[config.mk]
export PLATFORM = sky130hd
export DESIGN_NAME = dma_engine
export DESIGN_NICKNAME = d
export VERILOG_FILES = /design/src/rtl/dma_pkg.sv /design/src/rtl/dma_regs.sv /design/src/rtl/dma_seq.sv /design/src/rtl/dma_engine.sv
export SDC_FILE = /design/constraint.sdc
export NUM_CORES = 1
export LEC_CHECK = 0
export ABC_CLOCK_PERIOD_IN_PS = 2580
export BUFFER_PORTS_ARGS = -buffer_cell sky130_fd_sc_hd__buf_2
export CORE_MARGIN = 2
export CORE_UTILIZATION = 44
export CTS_CLUSTER_SIZE = 16
export DETAILED_ROUTE_END_ITERATION = 7
export PLACE_DENSITY = 0.81
export SLEW_MARGIN = 25
export SYNTH_ARGS = -nofsm -noshare
export SYNTH_HDL_FRONTEND = slang
export SYNTH_SLANG_ARGS = --single-unit
[constraint.sdc]
create_clock -name clk -period 2.58 [get_ports clk]
set_clock_uncertainty 0.05 [all_clocks]
set_input_delay 0.516 -clock clk [delete_from_list [all_inputs] [get_ports clk]]
set_output_delay 0.516 -clock clk [all_outputs]
set_load 0.01 [all_outputs]
[src/rtl/dma_pkg.sv]
package dma_pkg;
  typedef enum logic [1:0] {
    MODE_HOLD  = 2'd0,
    MODE_SHARE = 2'd1,
    MODE_IDLE  = 2'd2,
    MODE_ALT   = 2'd3
  } mode_e;

  typedef enum logic [1:0] {
    ST_IDLE   = 2'd0,
    ST_ACTIVE = 2'd1,
    ST_GAP    = 2'd2
  } state_e;

  localparam logic [1:0] SEL_ADDR  = 2'd0;
  localparam logic [1:0] SEL_COUNT = 2'd1;
  localparam logic [1:0] SEL_CTRL  = 2'd2;
  localparam logic [1:0] SEL_STAT  = 2'd3;

  localparam int CTRL_ARM  = 0;
  localparam int CTRL_DIR  = 1;
  localparam int CTRL_MODE = 2;
  localparam int STAT_DONE = 0;
  localparam int STAT_ERR  = 1;
  localparam int STAT_BUSY = 2;
endpackage

[src/rtl/dma_regs.sv]
module dma_regs
  import dma_pkg::*;
#(
  parameter int ADDR_W = 24,
  parameter int CNT_W  = 16,
  parameter int REG_W  = 32
) (
  input  logic              clk,
  input  logic              rst_n,
  input  logic              reg_wr,
  input  logic [1:0]        reg_sel,
  input  logic [REG_W-1:0]  reg_wdata,
  output logic [REG_W-1:0]  reg_rdata,
  input  logic              busy,
  input  logic              step,
  input  logic              finish,
  output logic              start_go,
  output logic [ADDR_W-1:0] addr_q,
  output logic [CNT_W-1:0]  count_q,
  output logic              dir_q,
  output mode_e             mode_q,
  output logic              done_q,
  output logic              err_q
);
  localparam logic [ADDR_W-1:0] ADDR_ONE = ADDR_W'(1);
  localparam logic [CNT_W-1:0]  CNT_ONE  = CNT_W'(1);

  logic wr_addr, wr_count, wr_ctrl, wr_stat;
  logic addr_en, count_en, ctrl_en;
  logic [ADDR_W-1:0] addr_d;
  logic [CNT_W-1:0]  count_d;
  logic done_d, err_d;
  logic unused_wdata;

  assign unused_wdata = ^reg_wdata;

  assign wr_addr  = reg_wr && (reg_sel == SEL_ADDR);
  assign wr_count = reg_wr && (reg_sel == SEL_COUNT);
  assign wr_ctrl  = reg_wr && (reg_sel == SEL_CTRL);
  assign wr_stat  = reg_wr && (reg_sel == SEL_STAT);

  assign start_go = wr_ctrl && reg_wdata[CTRL_ARM] && !busy;
  assign addr_en  = step || (wr_addr && !busy);
  assign count_en = step || (wr_count && !busy);
  assign ctrl_en  = wr_ctrl && !busy;

  always_comb begin
    addr_d  = step ? addr_q + ADDR_ONE : reg_wdata[ADDR_W-1:0];
    count_d = step ? count_q - CNT_ONE : reg_wdata[CNT_W-1:0];
    if (finish)
      done_d = 1'b1;
    else if (start_go || (wr_stat && reg_wdata[STAT_DONE]))
      done_d = 1'b0;
    else
      done_d = done_q;
    if (busy && (wr_addr || wr_count || wr_ctrl))
      err_d = 1'b1;
    else if (wr_stat && reg_wdata[STAT_ERR])
      err_d = 1'b0;
    else
      err_d = err_q;
  end

  always_ff @(posedge clk or negedge rst_n) begin
    if (!rst_n) begin
      addr_q  <= '0;
      count_q <= '0;
      dir_q   <= 1'b0;
      mode_q  <= MODE_HOLD;
      done_q  <= 1'b0;
      err_q   <= 1'b0;
    end else begin
      if (addr_en)  addr_q  <= addr_d;
      if (count_en) count_q <= count_d;
      if (ctrl_en) begin
        dir_q  <= reg_wdata[CTRL_DIR];
        mode_q <= mode_e'(reg_wdata[CTRL_MODE +: 2]);
      end
      done_q <= done_d;
      err_q  <= err_d;
    end
  end

  always_comb begin
    reg_rdata = '0;
    case (reg_sel)
      SEL_ADDR:  reg_rdata[ADDR_W-1:0] = addr_q;
      SEL_COUNT: reg_rdata[CNT_W-1:0]  = count_q;
      SEL_CTRL: begin
        reg_rdata[CTRL_DIR]         = dir_q;
        reg_rdata[CTRL_MODE +: 2]   = mode_q;
      end
      default: begin
        reg_rdata[STAT_DONE] = done_q;
        reg_rdata[STAT_ERR]  = err_q;
        reg_rdata[STAT_BUSY] = busy;
      end
    endcase
  end
endmodule

[src/rtl/dma_seq.sv]
module dma_seq
  import dma_pkg::*;
(
  input  logic  clk,
  input  logic  rst_n,
  input  logic  start_go,
  input  logic  count_zero,
  input  logic  count_last,
  input  mode_e mode,
  input  logic  bus_grant,
  input  logic  bus_busy,
  input  logic  dev_req,
  output logic  bus_req,
  output logic  busy,
  output logic  step,
  output logic  finish
);
  state_e st_q, st_d;
  logic   bus_free;

  assign bus_free = !((mode == MODE_IDLE) && bus_busy);
  assign step     = (st_q == ST_ACTIVE) && bus_grant && dev_req && bus_free;
  assign bus_req  = (st_q == ST_ACTIVE);
  assign busy     = (st_q != ST_IDLE);

  always_comb begin
    st_d   = st_q;
    finish = 1'b0;
    case (st_q)
      ST_IDLE: begin
        if (start_go) begin
          if (count_zero) finish = 1'b1;
          else            st_d   = ST_ACTIVE;
        end
      end
      ST_ACTIVE: begin
        if (step) begin
          if (count_last) begin
            finish = 1'b1;
            st_d   = ST_IDLE;
          end else if (mode == MODE_SHARE) begin
            st_d = ST_GAP;
          end
        end
      end
      ST_GAP:  st_d = ST_ACTIVE;
      default: st_d = ST_IDLE;
    endcase
  end

  always_ff @(posedge clk or negedge rst_n) begin
    if (!rst_n) st_q <= ST_IDLE;
    else        st_q <= st_d;
  end
endmodule

[src/rtl/dma_engine.sv]
module dma_engine
  import dma_pkg::*;
#(
  parameter int ADDR_W = 24,
  parameter int CNT_W  = 16,
  parameter int DATA_W = 32,
  parameter int REG_W  = 32
) (
  input  logic              clk,
  input  logic              rst_n,
  input  logic              reg_wr,
  input  logic [1:0]        reg_sel,
  input  logic [REG_W-1:0]  reg_wdata,
  output logic [REG_W-1:0]  reg_rdata,
  output logic              bus_req,
  input  logic              bus_grant,
  input  logic              bus_busy,
  output logic [ADDR_W-1:0] mem_addr,
  output logic              mem_we,
  output logic              mem_re,
  output logic [DATA_W-1:0] mem_wdata,
  input  logic [DATA_W-1:0] mem_rdata,
  input  logic              dev_req,
  output logic              dev_ack,
  input  logic [DATA_W-1:0] dev_rdata,
  output logic [DATA_W-1:0] dev_wdata,
  output logic              irq
);
  localparam logic [CNT_W-1:0] CNT_ONE = CNT_W'(1);

  logic              busy, step, finish, start_go;
  logic [ADDR_W-1:0] addr_q;
  logic [CNT_W-1:0]  count_q;
  logic              dir_q, done_q, err_q;
  mode_e             mode_q;

  dma_regs #(.ADDR_W(ADDR_W), .CNT_W(CNT_W), .REG_W(REG_W)) u_regs (
    .clk(clk), .rst_n(rst_n), .reg_wr(reg_wr), .reg_sel(reg_sel),
    .reg_wdata(reg_wdata), .reg_rdata(reg_rdata), .busy(busy),
    .step(step), .finish(finish), .start_go(start_go),
    .addr_q(addr_q), .count_q(count_q), .dir_q(dir_q), .mode_q(mode_q),
    .done_q(done_q), .err_q(err_q)
  );

  dma_seq u_seq (
    .clk(clk), .rst_n(rst_n), .start_go(start_go),
    .count_zero(count_q == '0), .count_last(count_q == CNT_ONE),
    .mode(mode_q), .bus_grant(bus_grant), .bus_busy(bus_busy),
    .dev_req(dev_req), .bus_req(bus_req), .busy(busy),
    .step(step), .finish(finish)
  );

  assign mem_addr  = (bus_req && bus_grant) ? addr_q : '0;
  assign mem_we    = step && !dir_q;
  assign mem_re    = step && dir_q;
  assign mem_wdata = dev_rdata;
  assign dev_wdata = mem_rdata;
  assign dev_ack   = step;
  assign irq       = done_q;
endmodule

# After elaboration in Yosys (flattened, before gate mapping)
# Cells that the tools add are included.
[word_totals]
word_cells = 77
register_bits = 47
[op_classes]
n_reduce_logical = 33
muxes = 23
eq_ne = 12
n_addsub = 2
[op_table]
columns = ["cell", "count"]
rows = [
  ["$mux 24", 2],
  ["$add 24x1->24 const B", 1],
  ["$pmux 12 s2", 1],
  ["$logic_and 1x1->1", 18],
  ["$eq 16x1->1 const B", 1],
  ["$logic_not 16->1", 1],
  ["$mux 16", 1],
  ["$sub 16x1->16 const B", 1],
  ["$pmux 2 s3", 2],
  ["$mux 2", 5],
  ["$eq 2x2->1 const B", 4],
  ["$mux 1", 8],
  ["$mux 8", 1],
  ["$eq 2x1->1 const B", 3],
  ["$pmux 1 s3", 2],
  ["$reduce_bool 2->1", 3],
  ["$logic_or 1x1->1", 5],
  ["$logic_not 2->1", 2],
  ["$ne 2x2->1 const B", 2],
  ["$reduce_and 4->1", 1],
  ["$logic_not 1->1", 3],
  ["$ne 3x1->1 const B", 1],
  ["$ne 2x1->1 const B", 1],
  ["$pmux 1 s2", 1],
]

# Logic depth before layout (Yosys ltp)
[depth]
word_depth = 7
mapped_depth = 9
mapped_depth_nobuf = 6

# Cells and area by module
# Synthesis repeated with hierarchy kept, for this count alone.
[unflattened]
hier_cells = 471
hier_area_um2 = 3937.5
[modules_own_cells]
columns = ["mod", "n_inst", "cells_per_inst", "area_each_um2", "seq_area_each_um2"]
rows = [
  ["dma_regs", 1, 354, 3056.7, 1126.1],
  ["dma_engine", 1, 101, 714.4, 0.0],
  ["dma_seq", 1, 16, 166.4, 50.0],
]

# Worst setup path after synthesis
# OpenSTA, ideal clock, no wires.
[synth_path]
path_kind = "input -> output"
from = "input port reg_sel[0]"
to = "output port reg_rdata[10]"
path_stages = 5
n_path_buf = 3
path_slack_ps = 117
arrival_ps = 1897
path_cell_list = "clkbuf_1 -> buf_1 -> clkbuf_1 -> mux2i_1 -> nor2_1"
[synth_between]
elab_chain_cells = 2
elab_cells_between_ends = 3
cone_classes = "1 x eq/ne; 1 x mux; 1 x reduce/logical"
[synth_lines]
columns = ["element", "line", "source"]
rows = [
  ["from (decl)", "dma_engine.sv:12", "input logic [1:0] reg_sel,"],
  ["$eq 2x1->1 / $logic_not 2->1 (equally long branches)", "dma_regs.sv:86", "case (reg_sel)"],
  ["$pmux 12 s2 *", "dma_regs.sv:86", ""],
  ["to (decl)", "dma_engine.sv:14", "output logic [REG_W-1:0] reg_rdata,"],
]
# Every way passes the cells marked *; elsewhere a longest branch is shown, timed or not.

# Worst setup path in the final report
[layout_path]
from = "register u_regs.count_q[5]"
to = "register u_regs.count_q[15]"
[layout_between]
elab_chain_cells = 2
[layout_lines]
columns = ["element", "line", "source"]
rows = [
  ["from (decl)", "dma_regs.sv:19", "output logic [CNT_W-1:0] count_q,"],
  ["from (signal assigned)", "dma_regs.sv:74", "if (count_en) count_q <= count_d;"],
  ["$sub 16x1->16", "dma_regs.sv:49", "count_d = step ? count_q - CNT_ONE : reg_wdata[CNT_W-1:0];"],
  ["$mux 16", "dma_regs.sv:49", ""],
]
# Every way passes these cells.
# A chain may end at the register's enable or synchronous reset.

==> impl_metrics.env <==
export IMPL_whs_ns=0.2390
export IMPL_remaining_drc_errors=0
export IMPL_cp_depth=5
export IMPL_wire_per_inst_um=18.07
export IMPL_fin_nets=576
export IMPL_setup_viol=0
export IMPL_synthAdderAreaFrac_pct=1.000
export IMPL_crit_fanout=8
export IMPL_syn_inst=456
export IMPL_clk_pin_slew_ns=0.11
export IMPL_synth_xor_area_share_pct=0
export IMPL_rsz0062_at_grt="no"
export IMPL_reg2reg_to="u_regs.count_q[15]"
export IMPL_antenna_found_initial=0
export IMPL_layout_min_cycle_time_ns=2.310
export IMPL_synth_top_family_by_area="simple AND/OR/NAND/NOR gates"
export IMPL_first_pass_iters=5
export IMPL_synthArstFlopShare_pct=100.0
export IMPL_slowest_delay_ns=0.56
export IMPL_fin_tns_setup_ns=0
export IMPL_grt_overflow=0
export IMPL_grt_pass1_wl_um=16190
export IMPL_cts_hold_buf=0
export IMPL_place_hpwl_um=7708
export IMPL_cts_sinks=47
export IMPL_rr_worst_depth=5
export IMPL_yosysWarnings=0
export IMPL_setup_worst_path_start="u_regs.count_q[5]"
export IMPL_dieHeight_um=96.35
export IMPL_core_region_area_um2=8258
export IMPL_drt_iter0_drc=296
export IMPL_r2r_start="u_regs.count_q[5]"
export IMPL_worst_setup_path_end_kind="flop"
export IMPL_worstPathCellList="or4_4 -> or3_1 -> nand2b_4 -> o311ai_1 -> o211ai_1"
export IMPL_critPathArrivalTime_ns=2.45
export IMPL_outcome="finished clean"
export IMPL_final_common_cell="buf_2"
export IMPL_synth_area_um2=3752
export IMPL_die_area_um2=9282
export IMPL_grt_use_total_pct=22.61
export IMPL_io_buffers=84
export IMPL_slew_headroom_pct=58.81
export IMPL_slowest_stage="or4_4"
export IMPL_synth_mux_area_fraction_pct=5.835
export IMPL_die_width_um=96.35
export IMPL_p_per_area_nw_per_um2=976.1
export IMPL_cp_endpoint="u_regs.count_q[15]"
export IMPL_irDropWorstVdd_uv=347.8
export IMPL_synthFlopType="dfrtp_1"
export IMPL_synth_area_leaders="dfrtp_1 (31%), buf_4 (14%), and2_1 (5.5%), nand2_1 (4.3%), nor2_1 (3.9%)"
export IMPL_dp_cells=567
export IMPL_post_cts_buffers=0
export IMPL_crit_buf_inv=0
export IMPL_post_route_period_util_pct=89.55
export IMPL_clockRootBuffer="clkbuf_8"
export IMPL_synth_compound_area_share_pct=15.84
export IMPL_postSynthAreaPerCell_um2=8.229
export IMPL_grt_pass1_vias=3182
export IMPL_critical_path_top_delay_family="simple AND/OR/NAND/NOR gates"
export IMPL_h_tree_depth=2
export IMPL_ff2ff_setup_slack_ns=0.27
export IMPL_worstSetupPathType="flop to flop"
export IMPL_worst_pin_slew_ns=0.6179
export IMPL_area_growth_pct=3.334
export IMPL_min_path_type="input port to async pin"
export IMPL_cap_violations=0
export IMPL_drv_slew=0
export IMPL_max_freq_mhz=432.8
export IMPL_total_power_mw=3.785
export IMPL_io_pins=229
export IMPL_startpoint_type="flop"
export IMPL_via_count=3512
export IMPL_synthSimpleGateAreaFrac_pct=27.71
export IMPL_final_hold_viol_count=0
export IMPL_finalWirelength_um=10390
export IMPL_n_fill_cell=800
export IMPL_ant_nets=0
export IMPL_ys_types=54
export IMPL_drive_gt1_share_pct=24.47
export IMPL_leakage_nw=1.820
export IMPL_ys_seq_elements=47
export IMPL_tritoncts="done"
export IMPL_clock_latency_ns=0.32
export IMPL_synth_edf_count=0
export IMPL_yosysSeqAreaShare_pct=31.34
export IMPL_cts_buffers=5
export IMPL_via_per_inst=6.108
export IMPL_ctsResizeCount=0
export IMPL_gp_congestion=0.9298
export IMPL_num_rows=33
export IMPL_yosys_area_top_type_share_pct=31.34
export IMPL_final_cell_mix="buf_2 (84), dfrtp_1 (47), nand2_1 (43)"
export IMPL_clk_path_buf_depth=2
export IMPL_antennaDiodeCount=0
export IMPL_crit_required_ns=2.72
export IMPL_grt_max_degree=48
export IMPL_synth_top_area_cell="dfrtp_1"
export IMPL_fin_cells=575
export IMPL_start_util_pct=45.44
-- where the power goes --
part / leakage [nW] / internal [mW] / total, mW / switching, mW
registers: 0.546 / 1.08 / 1.62 / 0.539
logic: 1.22 / 0.712 / 1.59 / 0.881
clock network: 0.0587 / 0.294 / 0.577 / 0.282
total: 1.82 / 2.08 / 3.78 / 1.70
-- per-stage QoR --
stage / area, um^2 / setup WS (ns) / util, %
6_report: 3877 / 0.2697 / 46.95
2_1_floorplan: 3779 / 0.1169 / -
5_1_grt: 3877 / 0.1377 / 46.95
3_3_place_gp: 3761 / 0.3457 / 45.55
4_1_cts: 3877 / 0.2842 / 46.95
3_5_place_dp: 3761 / 0.2905 / 45.55
-- worst register-to-register path, delay by kind of cell (launching register included) --
kind | cells | cell delay (ns)
and+or+nand+nor | 3 | 1.27
DFF | 1 | 0.47
AOI/OAI and AO/OA | 2 | 0.39
-- cell type report --
cell class / instances / area, um^2 / share of cell area (%)
well taps: 105 / 131.4 / 3.388
clock buffers: 5 / 68.82 / 1.775
inverters: 8 / 30.03 / 0.7744
flip-flops and latches: 47 / 1176 / 30.33
clock inverters: 3 / 47.55 / 1.226
repair buffers: 95 / 503.0 / 12.97
multi-input cells: 312 / 1921 / 49.53
-- how the worst min path moves through the flow --
| stage | start | end | slack (ns) | depth (start not counted) |
|---|---|---|---|---|
| final | rst_n | u_regs.addr_q[15] | 0.24 | 2 |
| after global routing | rst_n | u_regs.addr_q[15] | 0.29 | 2 |
| after CTS | rst_n | u_regs.addr_q[15] | 0.27 | 2 |
| after floorplan | rst_n | u_regs.addr_q[0] | 0.17 | 0 |
| after global placement | u_regs.count_q[14] | u_regs.count_q[14] | 0.46 | 1 |
| after detailed placement | u_regs.done_q | u_regs.done_q | 0.46 | 2 |
-- metal layers --
| layer | vias up | GRT usage (%) | share of wire, % |
|---|---|---|---|
| li1 | 1589 | - | - |
| met1 | 1644 | 29.41 | 40 |
| met2 | 221 | 36.57 | 47 |
| met3 | 58 | 4.229 | 9.3 |
| met4 | 0 | 10.09 | 3.4 |
| met5 | - | 0 | 0 |
-- cell families (layout without fill, tap and decap cells) --
group | Yosys count | after routing
muxes | 19 | 19
AOI/OAI and AO/OA | 88 | 88
DFF | 47 | 47
buffers and inverters | 104 | 111
and+or+nand+nor | 194 | 194
adders and majority gates | 3 | 3
other | 1 | 8
-- registers in the layout (all words and copies together), names as in the netlist --
name / flops
u_regs.mode_q: 2
u_regs.dir_q: 1
u_regs.count_q: 16
u_seq.st_q: 2
u_regs.addr_q: 24
u_regs.err_q: 1
u_regs.done_q: 1
-- cell usage after synthesis, types with 2 or more instances --
cell / instances
a21oi_1: 21
o32ai_1: 2
a211oi_1: 3
and4b_1: 2
ha_1: 3
a221o_1: 5
nor3b_1: 3
or3_1: 3
buf_2: 5
o211ai_1: 6
mux2_2: 3
o22ai_1: 10
nand4_1: 12
a311oi_1: 2
nor2_1: 39
a32oi_1: 2
o21ai_0: 15
o311ai_0: 8
nand4b_1: 2
a22oi_1: 2
nor2b_1: 4
inv_1: 8
buf_4: 72
nor4_1: 4
dfrtp_1: 47
nor3_1: 16
and2_1: 33
and4_1: 5
nand3_1: 15
buf_6: 2
mux2i_1: 14
nand2_1: 43
and3_1: 6
buf_1: 2
clkbuf_1: 15
mux4_2: 2
a31oi_1: 3
Note: power is estimated with default switching activity, not from simulation.
